<file path="src/rtl/lkv_pkg.sv">
package lkv_pkg;
    localparam int SEG_W    = 2;
    localparam int NSEG     = 1 << SEG_W;
    localparam int WORD_W   = 32;
    localparam int LOAD_POS = WORD_W - 1;

    typedef logic [SEG_W-1:0]  seg_t;
    typedef logic [WORD_W-1:0] word_t;

    typedef struct packed {
        logic pin;
        seg_t bound;
    } lock_cfg_t;

    function automatic lock_cfg_t cfg_from_word(input word_t w);
        lock_cfg_t c;
        c.pin   = w[LOAD_POS];
        c.bound = w[SEG_W-1:0];
        return c;
    endfunction

    function automatic word_t cfg_to_word(input lock_cfg_t c);
        word_t w;
        w = '0;
        w[LOAD_POS]  = c.pin;
        w[SEG_W-1:0] = c.bound;
        return w;
    endfunction

    function automatic seg_t lift_to_floor(input seg_t ptr, input seg_t floor);
        return (ptr < floor) ? floor : ptr;
    endfunction
endpackage

</file>
<file path="src/rtl/lkv_lockreg.sv">
module lkv_lockreg
    import lkv_pkg::*;
(
    input  logic      clk,
    input  logic      rst,
    input  logic      wr,
    input  word_t     wdata,
    input  logic      busy,
    input  logic      fill_done,
    output lock_cfg_t cfg
);
    lock_cfg_t held;
    logic      held_vld;
    lock_cfg_t eff;
    logic      eff_vld;

    always_comb begin
        eff_vld = wr | held_vld;
        eff     = wr ? cfg_from_word(wdata) : held;
    end

    always_ff @(posedge clk) begin
        if (rst) begin
            cfg      <= '0;
            held     <= '0;
            held_vld <= 1'b0;
        end else if (!busy) begin
            if (wr) cfg <= cfg_from_word(wdata);
            held_vld <= 1'b0;
        end else if (fill_done) begin
            if (eff_vld) cfg <= eff;
            held_vld <= 1'b0;
        end else begin
            held     <= eff;
            held_vld <= eff_vld;
        end
    end


    hold_during_fill_chk: assert property (@(posedge clk) disable iff (rst)
        (busy && !fill_done) |=> $stable(cfg));
endmodule

</file>
<file path="src/rtl/lkv_busy.sv">
module lkv_busy (
    input  logic clk,
    input  logic rst,
    input  logic req,
    input  logic fill_done,
    output logic busy,
    output logic accept
);
    assign accept = req & ~busy;

    always_ff @(posedge clk) begin
        if (rst)            busy <= 1'b0;
        else if (accept)    busy <= 1'b1;
        else if (fill_done) busy <= 1'b0;
    end


    done_clears_chk: assert property (@(posedge clk) disable iff (rst)
        (busy && fill_done) |=> !busy);

    accept_sets_chk: assert property (@(posedge clk) disable iff (rst)
        accept |=> busy);
endmodule

</file>
<file path="src/rtl/lkv_rr_pick.sv">
module lkv_rr_pick
    import lkv_pkg::*;
(
    input  logic      clk,
    input  logic      rst,
    input  logic      accept,
    input  lock_cfg_t cfg,
    output seg_t      victim
);
    seg_t rr;
    seg_t pick;

    always_comb begin
        if (cfg.pin) pick = cfg.bound;
        else         pick = lift_to_floor(rr, cfg.bound);
    end

    always_ff @(posedge clk) begin
        if (rst) begin
            rr     <= '0;
            victim <= '0;
        end else if (accept) begin
            victim <= pick;
            if (!cfg.pin) rr <= pick + seg_t'(1);
        end
    end


    pinned_fill_chk: assert property (@(posedge clk) disable iff (rst)
        (accept && cfg.pin) |=> (victim == $past(cfg.bound)));

    locked_skip_chk: assert property (@(posedge clk) disable iff (rst)
        (accept && !cfg.pin) |=> (victim >= $past(cfg.bound)));
endmodule

</file>
<file path="src/rtl/lkv_victim_sel.sv">
module lkv_victim_sel
    import lkv_pkg::*;
(
    input  logic        clk,
    input  logic        rst,
    input  logic        cfg_wr,
    input  logic [31:0] cfg_wdata,
    output logic [31:0] cfg_rdata,
    input  logic        miss_req,
    input  logic        preload_req,
    input  logic        fill_done,
    output logic [1:0]  victim,
    output logic        busy
);
    lock_cfg_t cfg;
    logic      accept;
    seg_t      vsel;

    lkv_busy u_busy (
        .clk(clk), .rst(rst), .req(miss_req | preload_req),
        .fill_done(fill_done), .busy(busy), .accept(accept)
    );

    lkv_lockreg u_lock (
        .clk(clk), .rst(rst), .wr(cfg_wr), .wdata(cfg_wdata),
        .busy(busy), .fill_done(fill_done), .cfg(cfg)
    );

    lkv_rr_pick u_pick (
        .clk(clk), .rst(rst), .accept(accept), .cfg(cfg), .victim(vsel)
    );

    assign victim    = vsel;
    assign cfg_rdata = cfg_to_word(cfg);


    busy_ignore_chk: assert property (@(posedge clk) disable iff (rst)
        (busy && !fill_done) |=> (busy && $stable(victim)));

    rdata_zero_chk: assert property (@(posedge clk) disable iff (rst)
        cfg_rdata[30:2] == '0);
endmodule

</file>
<file path="config.mk">
export PLATFORM = sky130hd
export DESIGN_NAME = lkv_victim_sel
export DESIGN_NICKNAME = d
export VERILOG_FILES = /design/src/rtl/lkv_pkg.sv /design/src/rtl/lkv_lockreg.sv /design/src/rtl/lkv_busy.sv /design/src/rtl/lkv_rr_pick.sv /design/src/rtl/lkv_victim_sel.sv
export SDC_FILE = /design/constraint.sdc
export NUM_CORES = 1
export LEC_CHECK = 0
export CAP_MARGIN = 0
export CORE_MARGIN = 2
export CORE_UTILIZATION = 30
export DETAILED_ROUTE_END_ITERATION = 10
export HOLD_SLACK_MARGIN = 0.03
export PLACE_DENSITY = 0.8
export SETUP_SLACK_MARGIN = 0.3
export SLEW_MARGIN = 15
export SYNTH_ARGS = -nofsm -noshare
export SYNTH_HDL_FRONTEND = slang
export SYNTH_SLANG_ARGS = --single-unit
</file>
<file path="constraint.sdc">
create_clock -name clk -period 1.7 [get_ports clk]
set_input_delay 0.34 -clock clk [delete_from_list [all_inputs] [get_ports clk]]
set_output_delay 0.34 -clock clk [all_outputs]
set_load 0.01 [all_outputs]
</file>
## Yosys cells after proc, flatten, opt, wreduce, memory -nomap -nowiden

Cells that the tools add are included.

| storage, ports and cells | value |
|---|---|
| flip-flop bits (word level) | 12 |
| output and inout port bits | 35 |
| logic and storage cells | 33 |

| operators by class | value |
|---|---|
| add/sub/neg operators | 1 |
| order comparisons | 1 |
| eq/ne operators | 2 |
| muxes and demuxes | 9 |
| bitwise operators | 6 |
| reduce and logical (&&, ||, !) cells | 6 |

Operators with widths:

| operator | count |
|---|---|
| 3-bit two-way mux | 5 |
| 2-bit two-way mux | 2 |
| 2-bit AND reduction | 2 |
| 2-bit nonzero test | 2 |
| 1-bit inverter | 3 |
| 3-bit AND reduction | 1 |
| 3-bit OR reduction | 1 |
| 2-bit by 1-bit adder with 2-bit output, second input constant | 1 |
| 2-bit less-than comparator | 1 |
| 1-bit two-way mux | 2 |
| 2-bit by 1-bit inequality test with 1-bit output, second input constant | 1 |
| 2-bit inequality test, second input constant | 1 |
| 1-bit OR | 2 |
| 1-bit AND | 1 |

## Longest topological paths before layout

| logic depth | value |
|---|---|
| depth in word-level cells | 4 |
| gate-level depth with buffers | 6 |

## By module

From an unflattened synthesis, not the netlist that was laid out.

| second synthesis, totals | value |
|---|---|
| cell total of the unflattened synthesis | 94 |
| area total of the unflattened synthesis | 802.0 µm² |

By module, submodules not included:

| module | times used | cells each | area an instance (µm²) | sequential area each (µm²) |
|---|---|---|---|---|
| lkv_lockreg | 1 | 33 | 307.8 | 140.1 |
| lkv_victim_sel | 1 | 31 | 227.7 | 0.0 |
| lkv_rr_pick | 1 | 26 | 226.5 | 80.1 |
| lkv_busy | 1 | 4 | 40.0 | 20.0 |

## Worst setup path after synthesis

No wires, ideal clock.

| timing path | value |
|---|---|
| kind | flip-flop to flip-flop |
| start | reg, netlist name u_lock.cfg[1] |
| end | reg u_pick.rr[1] |
| arrival | 1.553 ns |
| setup slack | 0.044 ns |
| cell stages (with the launch flop) | 7 |
| path buffers | 0 |
| clock period less this slack | 1.656 ns |
| cells stage by stage | dfxtp_1 inv_1 ha_1 or2b_1 a32o_2 and3b_1 a2111oi_2 |

| between the ends | value |
|---|---|
| cells in the longest elaborated chain, start to end | 4 |

Ends and longest elaborated chain:

| element | line | text |
|---|---|---|
| 2-bit less-than comparator | lkv_pkg.sv:31 | `return (ptr < floor) ? floor : ptr;` |
| 2-bit two-way mux | lkv_pkg.sv:31 |  |
| 2-bit two-way mux (*) | lkv_rr_pick.sv:14 | `if (cfg.pin) pick = cfg.bound;` |
| 2-bit by 1-bit adder with 2-bit output (*) | lkv_rr_pick.sv:24 | `if (!cfg.pin) rr <= pick + seg_t'(1);` |
| to (signal assigned) | lkv_rr_pick.sv:24 |  |
| to (decl) | lkv_rr_pick.sv:10 | `seg_t rr;` |

Every way passes the cells marked *; elsewhere a longest branch is shown, timed or not.
A chain may end at the register's enable or synchronous reset.

## Final worst setup path

| timing path | value |
|---|---|
| start | reg, netlist name u_lock.cfg[1] |
| end | reg u_pick.rr[1] |

| between the ends | value |
|---|---|
| cells in the longest elaborated chain, start to end | 4 |

Ends and longest elaborated chain:

| element | line |
|---|---|
| 2-bit less-than comparator | lkv_pkg.sv:31 |
| 2-bit two-way mux | lkv_pkg.sv:31 |
| 2-bit two-way mux (*) | lkv_rr_pick.sv:14 |
| 2-bit by 1-bit adder with 2-bit output (*) | lkv_rr_pick.sv:24 |

Marks and branches as above.

==> results.tsv <==
stage	metric	value	unit
critical_path	critPathSlowestCell	dfxtp_4	
layout	area_growth	19.1	%
critical_path	start_kind	register	
critical_path	path_max_fanout	4	
global_routing	antenna_found_initial	0	
yosys	yosysSeqAreaShare	31.1	%
yosys	ys_async_sr_fraction	0	%
clock_network	cts_made_buffers	3	
clock_network	clkTransAtPathRegs	0.08	ns
layout	final_nets	154	
yosys	ys_dominant_reg_cell	dfxtp_1	
route	vias_per_cell	3.99	
status	status	finished clean	
place	portBuffers	14	
yosys	yosysMostFrequentCell	buf_4	
timing	finalCriticalPeriod	1.52	ns
timing	rsz0062_at_grt	yes	
global_routing	grt_max_degree	11	
layout	drive_gt1_share	17.7	%
route	firstDrtPassIters	2	
critical_path	cp_slowest_stage_delay	0.36	ns
critical_path	crit_path_cell_trace	inv_4 > ha_4 > or2b_1 > a32o_2 > and3b_1 > a2111oi_2	
yosys	yosys-top-cells-count	buf_4 (29), dfxtp_1 (12), nor2_1 (10)	
layout	antenna_cells	0	
floorplanning	core	2450	sq um
route	wl	1240	um
yosys	synth-edff-count	0	
floorplanning	die_x	54.7	um
pwr	ir_worst_vdd	0.335	mV
global_routing	use_met2	17.1	%
clock_network	cts_root_buffer	clkbuf_4	
clock_network	insertion_delay	0.27	ns
global_routing	use_met3	2.73	%
floorplanning	core.rowCount	18	
yosys	synth_top_area_share	31.1	%
clock_network	htree_levels	1	
route	drt_iter0_drc	5	
place	hpwl	1060	um
timing	min_period_over_period	89.6	%
place	place_congestion	0.704	
yosys	ys_warn_count	0	
timing	fin_skew	0.00580	ns
timing	fmax	657	MHz
timing	hold_violations	0	
clock_network	cts_hold_buf	0	
critical_path	critical_path_buf_inv_count	1	
global_routing	met1_usage	8.26	%
floorplanning	die_h	54.7	um
floorplanning	start_util	31.4	%
floorplanning	dieArea	2990	sq um
critical_path	crit_type	register to register	
clock_network	cts_tree	done	
global_routing	top_usage_layer	met2	
pwr	p_leak	0.000439	uW
yosys	yosys.area.top_type	dfxtp_1	
timing	tns	0	ns
timing	holdWs	0.459	ns
yosys	synth_cells	92	
timing	slew_viol_final	0	
floorplanning	num_io_pins	73	
route	vias	571	
critical_path	path_delay_family	simple AND/OR/NAND/NOR gates	
global_routing	track_usage	8.91	%
global_routing	first_global_vias	512	
yosys	yosysUniqueCellTypes	21	
layout	fin_util	37.5	%
global_routing	grt-ovfl-total	0	
yosys	postSynthAreaPerCell	8.39	sq um
flow_run	maxCapViolCount	0	
global_routing	grt_pass1_wl	1900	um
route	ant_nets	0	
clock_network	clockBufferDepth	2	
critical_path	arrival	1.67	ns
yosys	synthTopCellsByArea	dfxtp_1 (31%), buf_4 (28%), mux2i_1 (6.5%)	
hold_path	hp-class	register to register	
timing	finalSetupViolCount	0	
yosys	synth-seq-cells	12	
route	avgRoutedWirePerCell	8.67	um
route	drc	0	
pwr	powerDensity	776	nW/um^2
critical_path	critPathRequiredTime	1.84	ns
layout	fillers	273	
critical_path	end_kind	register	
yosys	syn_area	772	sq um
clock_network	clock-sinks	12	
==> metal layers <==
layer	vias to the layer above	wire, um
met2	23	641
met5	-	0
met4	0	0
met3	0	106
met1	259	491
li1	289	-
==> metrics by stage <==
stage	cells	power (uW)	setup WS [ns]	cell area [sq um]
floorplan	120	496	0.211	881
global placement	137	515	0.143	860
detailed placement	137	523	0.105	860
CTS	142	705	0.178	905
global route	143	748	0.117	920
finish	143	713	0.177	920
==> flip-flops by register name, indices dropped and copies added, names as in the netlist <==
| name | flops |
|---|---|
| u_busy.busy | 1 |
| u_pick.rr | 2 |
| u_lock.held | 3 |
| u_pick.victim | 2 |
| u_lock.cfg | 3 |
| u_lock.held_vld | 1 |
==> worst min-delay path, stage by stage (launching register included) <==
cell,delay (ns)
dfxtp_1,0.31
nand2_1,0.05
a21oi_1,0.05
==> logic make-up after synthesis <==
group,share of synthesized area (%)
mux,6.48
compound gates,12.6
other cells,0.486
simple gates,15.9
fa+ha+maj,3.24
flops,31.1
buf+inv,30.1
==> cells in the final DEF (no fill, tap or decap), types with 2 or more instances in the layout <==
cell / count
a211oi_1: 3
a21oi_1: 5
buf_4: 5
clkbuf_4: 3
clkdlybuf4s50_1: 8
conb_1: 29
dfxtp_1: 8
dfxtp_2: 3
dlygate4sd2_1: 6
mux2i_1: 5
nand2_1: 5
nand2b_1: 3
nand3_1: 3
nor2_1: 9
nor3_1: 2
==> final cells by class <==
cell class,count,area (sq um),area share [%]
Sequential cell,12,248,26.9
Inverter,3,13.8,1.50
Tap cell,30,37.5,4.08
Clock buffer,4,26.3,2.86
Multi-Input combinational cell,75,424,46.1
Timing Repair Buffer,19,170,18.5
==> what timing repair did <==
| action | CTS | global route |
|---|---|---|
| resized for setup | 12 | 2 |
| setup endpoints to repair | 9 | 6 |
| setup buffers | 1 | 1 |
| pin swaps | 1 | 2 |
| gates cloned | 0 | 0 |
==> report_power, final <==
part	switching [uW]	internal [uW]
combinational	109	96.0
sequential	18.9	306
clock	92.7	90.7
==> final timing paths <==
check | start | endpoint | slack [ns] | cells past startpoint
worst max-delay path | u_lock.cfg[1] | u_pick.rr[1] | 0.18 | 6
worst min-delay path | u_lock.held[0] | u_lock.held[0] | 0.46 | 2
worst max register to register | u_lock.cfg[1] | u_pick.rr[1] | 0.18 | 6
worst min register to register | u_lock.held[0] | u_lock.held[0] | 0.46 | 2
(Power assumes the default switching activity.)
